--- src/rtl/adcseq_pkg.sv ---
package adcseq_pkg;
  typedef enum logic [2:0] {
    SQ_IDLE   = 3'd0,
    SQ_HOLD   = 3'd1,
    SQ_WAIT   = 3'd2,
    SQ_STROBE = 3'd3,
    SQ_GAP    = 3'd4
  } seq_state_e;

  function automatic int max3(input int a, input int b, input int c);
    int m;
    m = a;
    if (b > m) m = b;
    if (c > m) m = c;
    return m;
  endfunction
endpackage

--- src/rtl/adcseq_rate_gen.sv ---
module adcseq_rate_gen #(
  parameter int DIV    = 4,
  parameter bit SQUARE = 1'b0
) (
  input  logic clk,
  input  logic rst_n,
  output logic out
);
  localparam int CW = $clog2(DIV + 1);
  logic [CW-1:0] cnt;
  logic          wrap;

  assign wrap = (cnt == CW'(DIV - 1));

  always_ff @(posedge clk or negedge rst_n) begin
    if (!rst_n) cnt <= '0;
    else if (wrap) cnt <= '0;
    else cnt <= cnt + 1'b1;
  end

  generate
    if (SQUARE) begin : g_square
      logic lvl;
      always_ff @(posedge clk or negedge rst_n) begin
        if (!rst_n) lvl <= 1'b0;
        else if (wrap) lvl <= ~lvl;
      end
      assign out = lvl;
    end else begin : g_pulse
      logic pls;
      always_ff @(posedge clk or negedge rst_n) begin
        if (!rst_n) pls <= 1'b0;
        else pls <= wrap;
      end
      assign out = pls;
    end
  endgenerate
endmodule

--- src/rtl/adcseq_ctrl.sv ---
module adcseq_ctrl
  import adcseq_pkg::*;
#(
  parameter int N_CH        = 6,
  parameter int HOLD_MIN    = 4,
  parameter int EOC_TIMEOUT = 2000,
  parameter int STROBE_LEN  = 3,
  parameter int OVR_W       = 8
) (
  input  logic                       clk,
  input  logic                       rst_n,
  input  logic                       tick,
  input  logic                       occupied,
  input  logic [N_CH/2-1:0]          eoc_n,
  output logic                       hold_n,
  output logic                       cs_n,
  output logic                       rd_n,
  output logic                       cap_en,
  output logic [$clog2(N_CH)-1:0]    cap_idx,
  output logic                       err_timeout,
  output logic [OVR_W-1:0]           ovr_count
);
  localparam int N_PAIR  = N_CH / 2;
  localparam int CH_W    = $clog2(N_CH);
  localparam int CNT_MAX = max3(HOLD_MIN, EOC_TIMEOUT, STROBE_LEN);
  localparam int CNT_W   = $clog2(CNT_MAX + 1);

  seq_state_e        state;
  logic [CNT_W-1:0]  cnt;
  logic [CH_W-1:0]   ch;
  logic [CH_W-2:0]   pair;
  logic              pair_done;
  logic              strobe_end;

  assign pair       = ch[CH_W-1:1];
  assign pair_done  = ~eoc_n[pair];
  assign strobe_end = (state == SQ_STROBE) && (cnt == CNT_W'(STROBE_LEN - 1));

  assign hold_n  = (state != SQ_HOLD);
  assign cs_n    = (state != SQ_STROBE);
  assign rd_n    = (state != SQ_STROBE);
  assign cap_en  = strobe_end;
  assign cap_idx = ch;

  always_ff @(posedge clk or negedge rst_n) begin
    if (!rst_n) begin
      state       <= SQ_IDLE;
      cnt         <= '0;
      ch          <= '0;
      err_timeout <= 1'b0;
    end else begin
      case (state)
        SQ_IDLE: begin
          if (tick && !occupied) begin
            state       <= SQ_HOLD;
            cnt         <= '0;
            ch          <= '0;
            err_timeout <= 1'b0;
          end
        end
        SQ_HOLD: begin
          if (cnt == CNT_W'(HOLD_MIN - 1)) begin
            state <= SQ_WAIT;
            cnt   <= '0;
          end else begin
            cnt <= cnt + 1'b1;
          end
        end
        SQ_WAIT: begin
          if (pair_done) begin
            state <= SQ_STROBE;
            cnt   <= '0;
          end else if (cnt == CNT_W'(EOC_TIMEOUT - 1)) begin
            state       <= SQ_IDLE;
            cnt         <= '0;
            err_timeout <= 1'b1;
          end else begin
            cnt <= cnt + 1'b1;
          end
        end
        SQ_STROBE: begin
          if (strobe_end) begin
            cnt <= '0;
            if (ch == CH_W'(N_CH - 1)) begin
              state <= SQ_IDLE;
            end else begin
              state <= SQ_GAP;
              ch    <= ch + 1'b1;
            end
          end else begin
            cnt <= cnt + 1'b1;
          end
        end
        SQ_GAP: begin
          state <= ch[0] ? SQ_STROBE : SQ_WAIT;
        end
        default: state <= SQ_IDLE;
      endcase
    end
  end

  always_ff @(posedge clk or negedge rst_n) begin
    if (!rst_n) begin
      ovr_count <= '0;
    end else if (tick && ((state != SQ_IDLE) || occupied) && (ovr_count != {OVR_W{1'b1}})) begin
      ovr_count <= ovr_count + 1'b1;
    end
  end

  // checker state: length of the current hold-low run
  logic [CNT_W-1:0] low_run;
  always_ff @(posedge clk or negedge rst_n) begin
    if (!rst_n) low_run <= '0;
    else if (!hold_n) low_run <= (low_run == {CNT_W{1'b1}}) ? low_run : low_run + 1'b1;
    else low_run <= '0;
  end

  assert_hold_after_tick_R1: assert property (@(posedge clk) disable iff (!rst_n)
    $fell(hold_n) |-> $past(tick));

  assert_hold_width_R2: assert property (@(posedge clk) disable iff (!rst_n)
    $rose(hold_n) |-> (low_run == CNT_W'(HOLD_MIN)));

  assert_hold_cs_excl_R2: assert property (@(posedge clk) disable iff (!rst_n)
    !(!hold_n && !cs_n));

  assert_no_strobe_before_eoc_R3: assert property (@(posedge clk) disable iff (!rst_n)
    (state == SQ_WAIT && eoc_n[pair]) |=> cs_n);

  assert_abort_quiet_R8: assert property (@(posedge clk) disable iff (!rst_n)
    $rose(err_timeout) |-> (cs_n && hold_n && !cap_en));

  assert_no_restart_R9: assert property (@(posedge clk) disable iff (!rst_n)
    (tick && hold_n && state != SQ_IDLE) |=> hold_n);
endmodule

--- src/rtl/adcseq_frame_buf.sv ---
module adcseq_frame_buf #(
  parameter int N_CH = 6,
  parameter int DW   = 16
) (
  input  logic                     clk,
  input  logic                     rst_n,
  input  logic                     cap_en,
  input  logic [$clog2(N_CH)-1:0]  cap_idx,
  input  logic [DW-1:0]            din,
  input  logic                     out_ready,
  output logic                     out_valid,
  output logic [N_CH*DW-1:0]       out_data,
  output logic                     done_pulse
);
  localparam int CH_W = $clog2(N_CH);

  logic [DW-1:0]       shadow [N_CH];
  logic [N_CH*DW-1:0]  next_frame;
  logic                last_cap;

  assign last_cap = cap_en && (cap_idx == CH_W'(N_CH - 1));

  generate
    for (genvar g = 0; g < N_CH; g++) begin : g_slot
      always_ff @(posedge clk or negedge rst_n) begin
        if (!rst_n) shadow[g] <= '0;
        else if (cap_en && cap_idx == CH_W'(g)) shadow[g] <= din;
      end
      if (g == N_CH - 1) begin : g_last
        assign next_frame[g*DW +: DW] = din;
      end else begin : g_prev
        assign next_frame[g*DW +: DW] = shadow[g];
      end
    end
  endgenerate

  always_ff @(posedge clk or negedge rst_n) begin
    if (!rst_n) begin
      out_valid  <= 1'b0;
      out_data   <= '0;
      done_pulse <= 1'b0;
    end else begin
      done_pulse <= last_cap;
      if (last_cap) begin
        out_valid <= 1'b1;
        out_data  <= next_frame;
      end else if (out_valid && out_ready) begin
        out_valid <= 1'b0;
      end
    end
  end

  assert_stream_hold_R7: assert property (@(posedge clk) disable iff (!rst_n)
    (out_valid && !out_ready) |=> (out_valid && $stable(out_data)));

  assert_done_with_valid_R6: assert property (@(posedge clk) disable iff (!rst_n)
    done_pulse |=> !done_pulse);
endmodule

--- src/rtl/sim_adc_sequencer.sv ---
module sim_adc_sequencer #(
  parameter int TICK_DIV    = 2500000,
  parameter int CONV_HALF   = 25,
  parameter int HOLD_MIN    = 4,
  parameter int EOC_TIMEOUT = 2000,
  parameter int STROBE_LEN  = 3,
  parameter int OVR_W       = 8
) (
  input  logic         clk,
  input  logic         rst_n,
  input  logic [2:0]   adc_eoc_n,
  input  logic [15:0]  adc_data,
  output logic         adc_hold_n,
  output logic         adc_cs_n,
  output logic         adc_rd_n,
  output logic         adc_conv_clk,
  output logic         frm_valid,
  input  logic         frm_ready,
  output logic [95:0]  frm_data,
  output logic         frm_done,
  output logic         err_timeout,
  output logic [OVR_W-1:0] ovr_count
);
  localparam int N_CH = 6;
  localparam int DW   = 16;
  localparam int CH_W = $clog2(N_CH);

  logic            tick;
  logic            cap_en;
  logic [CH_W-1:0] cap_idx;

  adcseq_rate_gen #(.DIV(TICK_DIV), .SQUARE(1'b0)) u_tick (
    .clk(clk), .rst_n(rst_n), .out(tick));

  adcseq_rate_gen #(.DIV(CONV_HALF), .SQUARE(1'b1)) u_conv (
    .clk(clk), .rst_n(rst_n), .out(adc_conv_clk));

  adcseq_ctrl #(
    .N_CH(N_CH), .HOLD_MIN(HOLD_MIN), .EOC_TIMEOUT(EOC_TIMEOUT),
    .STROBE_LEN(STROBE_LEN), .OVR_W(OVR_W)
  ) u_ctrl (
    .clk(clk), .rst_n(rst_n), .tick(tick), .occupied(frm_valid),
    .eoc_n(adc_eoc_n), .hold_n(adc_hold_n), .cs_n(adc_cs_n), .rd_n(adc_rd_n),
    .cap_en(cap_en), .cap_idx(cap_idx), .err_timeout(err_timeout),
    .ovr_count(ovr_count));

  adcseq_frame_buf #(.N_CH(N_CH), .DW(DW)) u_frame (
    .clk(clk), .rst_n(rst_n), .cap_en(cap_en), .cap_idx(cap_idx),
    .din(adc_data), .out_ready(frm_ready), .out_valid(frm_valid),
    .out_data(frm_data), .done_pulse(frm_done));
endmodule

--- config.mk ---
export PLATFORM = sky130hd
export DESIGN_NAME = sim_adc_sequencer
export DESIGN_NICKNAME = d
export VERILOG_FILES = /design/src/rtl/adcseq_pkg.sv /design/src/rtl/adcseq_rate_gen.sv /design/src/rtl/adcseq_ctrl.sv /design/src/rtl/adcseq_frame_buf.sv /design/src/rtl/sim_adc_sequencer.sv
export SDC_FILE = /design/constraint.sdc
export NUM_CORES = 1
export LEC_CHECK = 0
export ABC_AREA = 1
export CAP_MARGIN = 20
export CORE_MARGIN = 2
export CORE_UTILIZATION = 25
export DETAILED_ROUTE_END_ITERATION = 8
export GPL_TIMING_DRIVEN = 0
export HOLD_SLACK_MARGIN = 0.06
export SETUP_SLACK_MARGIN = 0.1
export SYNTH_ARGS = -nofsm -noshare
export SYNTH_HDL_FRONTEND = slang
export SYNTH_SLANG_ARGS = --single-unit
--- constraint.sdc ---
create_clock -name clk -period 2.65 [get_ports clk]
set_input_delay 0.53 -clock clk [delete_from_list [all_inputs] [get_ports clk]]
set_output_delay 0.53 -clock clk [all_outputs]
set_load 0.005 [all_outputs]
* Yosys cells after proc, flatten, opt, wreduce, memory -nomap -nowiden
Index checks and enable logic that the tools add are counted.
Storage, ports and cells: input port bits 22, output and inout port bits 111, logic and storage cells 100, register bits 233
Operators by class: mux-type cells 28, equality and inequality tests 24, bitwise operators 1, order comparisons 1, add/sub/neg operators 5, reduce and logical (&&, ||, !) cells 24
Operators by type and width (number):
- 2-to-1 mux 11 bit | 5
- case mux 11 bit (4 select lines) | 1
- 2-to-1 mux 3 bit | 9
- adder 22 x 1 -> 22 bit (second input constant) | 1
- == test 11 x 2 -> 1 bit (second input constant) | 2
- == test 22 bit (second input constant) | 1
- 2-to-1 mux 22 bit | 1
- case mux 3 bit (5 select lines) | 1
- == test 3 x 2 -> 1 bit (second input constant) | 4
- AND reduction 4 bit | 3
- adder 11 x 1 -> 11 bit (second input constant) | 1
- == test 11 bit (second input constant) | 1
- logical AND 1 bit | 11
- inequality test 2 x 1 -> 1 bit (second input constant) | 5
- == test 3 bit (second input constant) | 3
- adder 8 x 1 -> 8 bit (second input constant) | 1
- inequality test 8 bit (second input constant) | 1
- 2-to-1 mux 1 bit | 7
- == test 3 x 1 -> 1 bit (second input constant) | 2
- logical NOT 3 bit | 2
- case mux 3 bit (2 select lines) | 1
- nonzero test 2 bit | 3
- adder 5 x 1 -> 5 bit (second input constant) | 1
- == test 5 bit (second input constant) | 1
- other kinds (15) | 15

* Longest topological paths before layout
Gate-level depths: netlist of run 1.
depth after elaboration 4, gate-level depth with buffers 11, mapped depth without buffers 11

* Hierarchy
Synthesis of run 1 repeated with hierarchy kept, for this count alone.
Unflattened totals: cells, all modules 1227, area total of the unflattened synthesis 10256.1 µm²
Modules (own cells, without submodules):
- adcseq_frame_buf | instances 1, cells an instance 767, area an instance 6854.1 µm², sequential area each 4454.3 µm²
- adcseq_ctrl | instances 1, cells an instance 249, area an instance 1757.9 µm², sequential area each 650.6 µm²
- adcseq_rate_gen at u_tick | instances 1, cells an instance 178, area an instance 1353.8 µm², sequential area each 575.6 µm²
- adcseq_rate_gen at u_conv | instances 1, cells an instance 33, area an instance 290.3 µm², sequential area each 150.1 µm²

* Worst setup path after synthesis of run 1
No wires, ideal clock.
path kind register -> register, from reg u_ctrl.cnt[0], to reg u_frame.out_data[0], slack 1.019 ns, stages on the path, launching flop included 12, library setup time 0.116 ns, required time 2.534 ns, clock period less this slack 1.631 ns, path buffers 2, data arrival time 1.515 ns, path through dfrtp_1 > inv_1 > ha_1 > nand3_1 > inv_1 > nand2_1 > nor2_4 > nand3_2 > buf_2 > buf_2 > nand2_1 > nand2_1
On the way: longest elaborated chain between the ends 3
Ends and longest elaborated chain:
- start, declared | RTL line adcseq_ctrl.sv:29 | logic [CNT_W-1:0] cnt;
- start signal, assigned | RTL line adcseq_ctrl.sv:66 | cnt <= cnt + 1'b1;
- start signal, assigned | RTL line adcseq_ctrl.sv:78 | cnt <= cnt + 1'b1;
- start signal, assigned | RTL line adcseq_ctrl.sv:91 | cnt <= cnt + 1'b1;
- == test 11 x 2 -> 1 bit | RTL line adcseq_ctrl.sv:37 | assign strobe_end = (state == SQ_STROBE) && (cnt == CNT_W'(STROBE_LEN - 1));
- logical AND 1 bit | RTL line adcseq_ctrl.sv:37
- logical AND 1 bit | RTL line adcseq_frame_buf.sv:21 | assign last_cap = cap_en && (cap_idx == CH_W'(N_CH - 1));
- end signal, assigned | RTL line adcseq_frame_buf.sv:46 | out_data <= next_frame;
- end, declared | RTL line adcseq_frame_buf.sv:12 | output logic [N_CH*DW-1:0] out_data,
No other way between the ends. A chain may end at the register's enable or synchronous reset.

* Worst setup path in the final report of run 1
from reg u_ctrl.state[0], to out adc_hold_n
On the way: longest elaborated chain between the ends 1
Ends and longest elaborated chain:
- start, declared | RTL line adcseq_ctrl.sv:28 | seq_state_e state;
- start signal, assigned | RTL line adcseq_ctrl.sv:95 | state <= ch[0] ? SQ_STROBE : SQ_WAIT;
- inequality test 3 x 1 -> 1 bit | RTL line adcseq_ctrl.sv:39 | assign hold_n = (state != SQ_HOLD);
- end, declared | RTL line sim_adc_sequencer.sv:13 | output logic adc_hold_n,
No other way between the ends.

==> results of run 1 <==
synthesized netlist by cell type (all sizes together) (11+ instances only):
cell / count
nand3: 45
inv: 86
dfrtp: 233
nand2: 476
o21ai: 108
nor2: 46
nor3: 14
ha: 11
nand4: 17
xor2: 21
clkbuf: 14
buf: 23
worst max-delay path by stage:
stage | startpoint | endpoint | slack, ps | cells after the start
final | u_ctrl.state[0]$_DFFE_PN0P_ | adc_hold_n | 190 | 4
after global routing | u_ctrl.state[2]$_DFFE_PN0P_ | adc_rd_n | 80 | 4
after CTS | u_ctrl.state[2]$_DFFE_PN0P_ | adc_rd_n | 20 | 4
after detailed placement | u_ctrl.cnt[0]$_DFFE_PN0P_ | u_frame.out_valid$_DFFE_PN0P_ | 540 | 10
after global placement | rst_n | u_frame.out_data[69]$_DFFE_PN0P_ | -9120 | 1
after floorplan | u_ctrl.cnt[0]$_DFFE_PN0P_ | u_frame.out_data[0]$_DFFE_PN0P_ | 1020 | 11
worst max-delay path, cell delays in order (launching register included):
cell,delay [ps]
dfrtp_1,400
inv_1,120
nor3_2,250
inv_1,110
clkdlybuf4s50_1,500
timing repair:
item | 4_1_cts | 5_1_grt
buffers inserted | 0 | 0
endpoints found under the hold margin | 55 | 0
resized for setup | 0 | 2
hold buffers | 1 | 0
endpoints found under the setup margin | 2 | 2
gates cloned | 0 | 0
placed cells by master (no fill, tap or decap):
master           count
clkinv_2             4
nor2_4               1
nand2_1            476
clkinv_16            1
inv_1               85
a21oi_1              3
nor3b_1              1
a31oi_1              2
inv_2                1
clkdlybuf4s50_1    131
nor3_1              13
dfrtp_1            233
xor2_1              21
nand3_1             43
nand3b_1             2
buf_8                1
or2_2                1
nand3_2              2
xnor2_1              5
o21ai_0            108
ha_1                11
clkinvlp_4           4
nor2_1              45
clkbuf_8             5
clkbuf_16           28
nor3_2               1
dlygate4sd3_1        1
buf_4                9
buf_16               2
clkinv_4             1
buf_2               14
o21bai_1             1
bufinv_16            5
nand4_1             17
clkbuf_1            18
per-layer routing:
metal	vias to the layer above	wire length, um
li1	3814	-
met3	42	1590
met1	3765	12600
met4	0	597
met2	169	12800
met5	-	0
kinds of logic after synthesis:
| kind of cell | after synthesis | synth area share (%) |
|---|---|---|
| AOI/OAI and AO/OA | 114 | 5.94 |
| DFF | 233 | 60.2 |
| xor gates and xnor gates | 26 | 2.35 |
| and+or+nand+nor | 602 | 24.8 |
| buffers and inverters | 123 | 5.30 |
| adders and majority gates | 11 | 1.42 |
final cells by class:
class,instances,area [um2],area share [%]
Buffer,37,190,1.49
Clock buffer,37,785,6.15
Clock inverter,15,239,1.87
Inverter,86,323,2.53
Multi-Input combinational cell,753,3350,26.3
Sequential cell,233,5830,45.7
Tap cell,518,648,5.08
Timing Repair Buffer,135,1390,10.9
power groups by stage:
| stage | Combinational [uW] | Sequential, uW | Clock (uW) |
|---|---|---|---|
| after global placement | 954 | 4130 | 0 |
| after global routing | 1160 | 4120 | 4430 |
| after floorplan | 624 | 4070 | 0 |
| after detailed placement | 1000 | 4130 | 0 |
| final | 993 | 4080 | 4160 |
| after CTS | 1010 | 4070 | 4280 |
stage by stage:
step	total power (uW)	std cells	setup TNS (ps)
6_report	9240	1814	0
5_1_grt	9710	1814	0
4_1_cts	9360	1814	0
3_5_place_dp	5130	1761	0
3_3_place_gp	5080	1759	-2119220
2_1_floorplan	4700	1109	0
flip-flops by register name, summed over array words and instances (netlist names):
signal / flops
u_frame.next_frame: 80
u_ctrl.ovr_count: 8
u_frame.out_valid: 1
u_conv.cnt: 5
u_conv.out: 1
u_frame.done_pulse: 1
u_frame.out_data: 96
u_ctrl.cap_idx: 3
u_ctrl.cnt: 11
u_tick.cnt: 22
u_tick.out: 1
u_ctrl.err_timeout: 1
u_ctrl.state: 3
==> results, run 1 <==
- The clock network latency to the later pin of the worst-skew pair is 570 ps.
- The run finished with clean final reports.
- The number of pins with negative max-slew slack in the final report is 0.
- The utilization after layout is 33.2%.
- After floorplanning, the core was divided into 72 placement rows.
- Across the VDD grid, the largest voltage drop is 0.589 mV.
- The clock-pin slew reported for the worst setup and hold paths after clock tree synthesis is 60 ps.
- Global routing used 3.10% of the available met3 tracks.
- The post-synthesis instance area is 9690 um2.
- Summed over all cells, the static leakage comes to 0.00635 uW.
- After synthesis, the largest area contributor takes up 60.2% of total cell area.
- Relative to the synthesized area, the layout overhead comes to 31.7%.
- The net count of the finished layout is 1,307.
- The routed via count is 7,790.
- Setup repair after global routing left no endpoint under its margin.
- The global routing usage on met1 is 18.5%.
- Combinational logic burns 10.8% of the power.
- The first-pass GRT wire length is 44,600 um.
- Each instance of the synthesized netlist takes up on average 8.73 um2.
- In this run the register-to-register setup slack is 530 ps.
- The number of clock buffers inserted by TritonCTS is 28.
- At the end of routability-driven placement, the weighted congestion stood at 0.858.
- Among all flip-flop cells after synthesis, the most frequent one is dfrtp_1.
- The final worst-path cycle share is 93.0%.
- For this run, the detailed router's first-pass iteration total came to 5.
- The endpoint identified for the worst register-to-register timing path is u_frame.next_frame[14]$_DFFE_PN0P_.
- In the routed design, unresolved DRC markers number 0.
- The number of antenna violations at the first check in global routing is 2.
- Net switching is 26.5% of the power.
- The critical path data required time is 2120 ps.
- The met2 capacity usage during global routing is 22.9%.
- Of all cell types, the one taking the most synthesized area is dfrtp_1.
- Static timing analysis puts the maximum clock frequency at 406 MHz.
- The die area is 40,300 um2.
- The reg-to-reg startpoint is u_ctrl.cnt[0]$_DFFE_PN0P_.
- The repair_antennas step left the layout with diodes totalling 0.
- The headroom to the max-slew limit is 61.1%.
- Of the total power, registers draw 44.2%.
- The least setup slack across all paths after layout is 186 ps.
- The power per cell area is 724 nW/um2.
- After routing the design area is 12,800 um2.
- The sum of routed wire length over all layers is 27,500 um.
- Clock tree synthesis found a total of 233 sinks.
- Prior to clock tree synthesis, the placed netlist has a worst setup slack of 538 ps.
- The detailed-route wire length per cell is 15.2 um.
- The count of nets left with antenna violations after detail routing is 0.
- Final hold analysis gives a worst-case slack of 469 ps.
- Max-cap violations in this run came to 0.
- The flip-flop and latch count after synthesis is 233.
- The critical path in this run is classified as reg2out.
- The endpoint of the worst hold-timing path is u_frame.out_data[26]$_DFFE_PN0P_.
- The vertical die dimension is 201 um.
- In this run, synthesis inferred 0 flip-flops with an integrated enable.
- The fill cell instance count of the final layout is 4,025.
- The number of library cell types mapped by synthesis is 23.
- The starting density of the core is 25.2%.
- The clock passes through at most 3 buffers.
- The kind of launch point of the worst setup path is a flip-flop.
- The internal power is 6790 uW.
- The clock skew is 23.9 ps.
- At the pin with the least slew margin, the transition time is 581 ps.
- After detailed placement, the total cell area comes to 11,700 um2.
- Subtracting the final worst setup slack from the clock period gives 2460 ps.
- Counting every instance in the synthesized netlist gives 1,109.
- The worst min-delay path class is reg2reg.
- The die boundary width is 201 um.
- The source of the worst hold timing path is u_frame.next_frame[26]$_DFFE_PN0P_.
- The total half-perimeter wirelength after legalization and detailed placement is 19,100 um.
- The biggest fanout along the worst timing path is 4.
- The count of endpoints failing hold in the final timing report came to 0.
- By area the synthesized netlist is led by dfrtp_1 (60%), nand2_1 (18%), o21ai_0 (5.6%), inv_1 (3.3%), nand3_1 (2.3%).
- For this run, the total global-route usage over all layers was measured as 13.9%.
- Clock tree synthesis selected as its root buffer the cell clkbuf_16.
- Per report_power, the clock group accounts for 45.0% of the total.
- The area of the core is 38,500 um2.
- Of all flip-flops after synthesis, the portion carrying an async set or reset was 100%.
- The number of global-route vias before repair is 8,004.
- Buffers placed on the I/O ports in this run total 132.
- The critical path endpoint category is an output pin.
- When the netlist entered floorplanning its net count stood at 1,142.
- The H-tree level count is 1.
- Setup violations remaining at the end of the flow were counted as 0.
- The pin count of the biggest net entering global routing is 92.
- In this run, the number of DRC markers left after iteration 0 of detailed routing was 443.
- TritonCTS built the clock tree.
- Using the TritonRoute via totals, the vias-per-cell ratio works out to 4.29.
- The number of primary I/O pins is 133.
- The global routing stage identified its most utilized layer as met2.
- The post-route netlist has 6.17% of its cells at a drive strength greater than 1.
- The analysis attributes to net switching a power of 2450 uW.
- The worst register-to-register path has a depth of 9.
- The worst path arrival time is 1930 ps.
- The worst hold path cell count is 2.
- The Yosys step of the flow raised 0 warnings.
- For this run, the register share of the synthesized area comes to 60.2%.
- The overflow left after global routing is 0.
No activity file was read; power rests on OpenSTA's default activity.
==> inputs of run 2 (changes only) <==
--- a/config.mk
+++ b/config.mk
@@ -9,6 +9,7 @@
 export CAP_MARGIN = 20
 export CORE_MARGIN = 2
 export CORE_UTILIZATION = 25
+export CTS_CLUSTER_SIZE = 28
 export DETAILED_ROUTE_END_ITERATION = 8
 export GPL_TIMING_DRIVEN = 0
 export HOLD_SLACK_MARGIN = 0.06
==> results of run 2 <==
No change in the layout: final DEF, timing and power equal those of run 1.
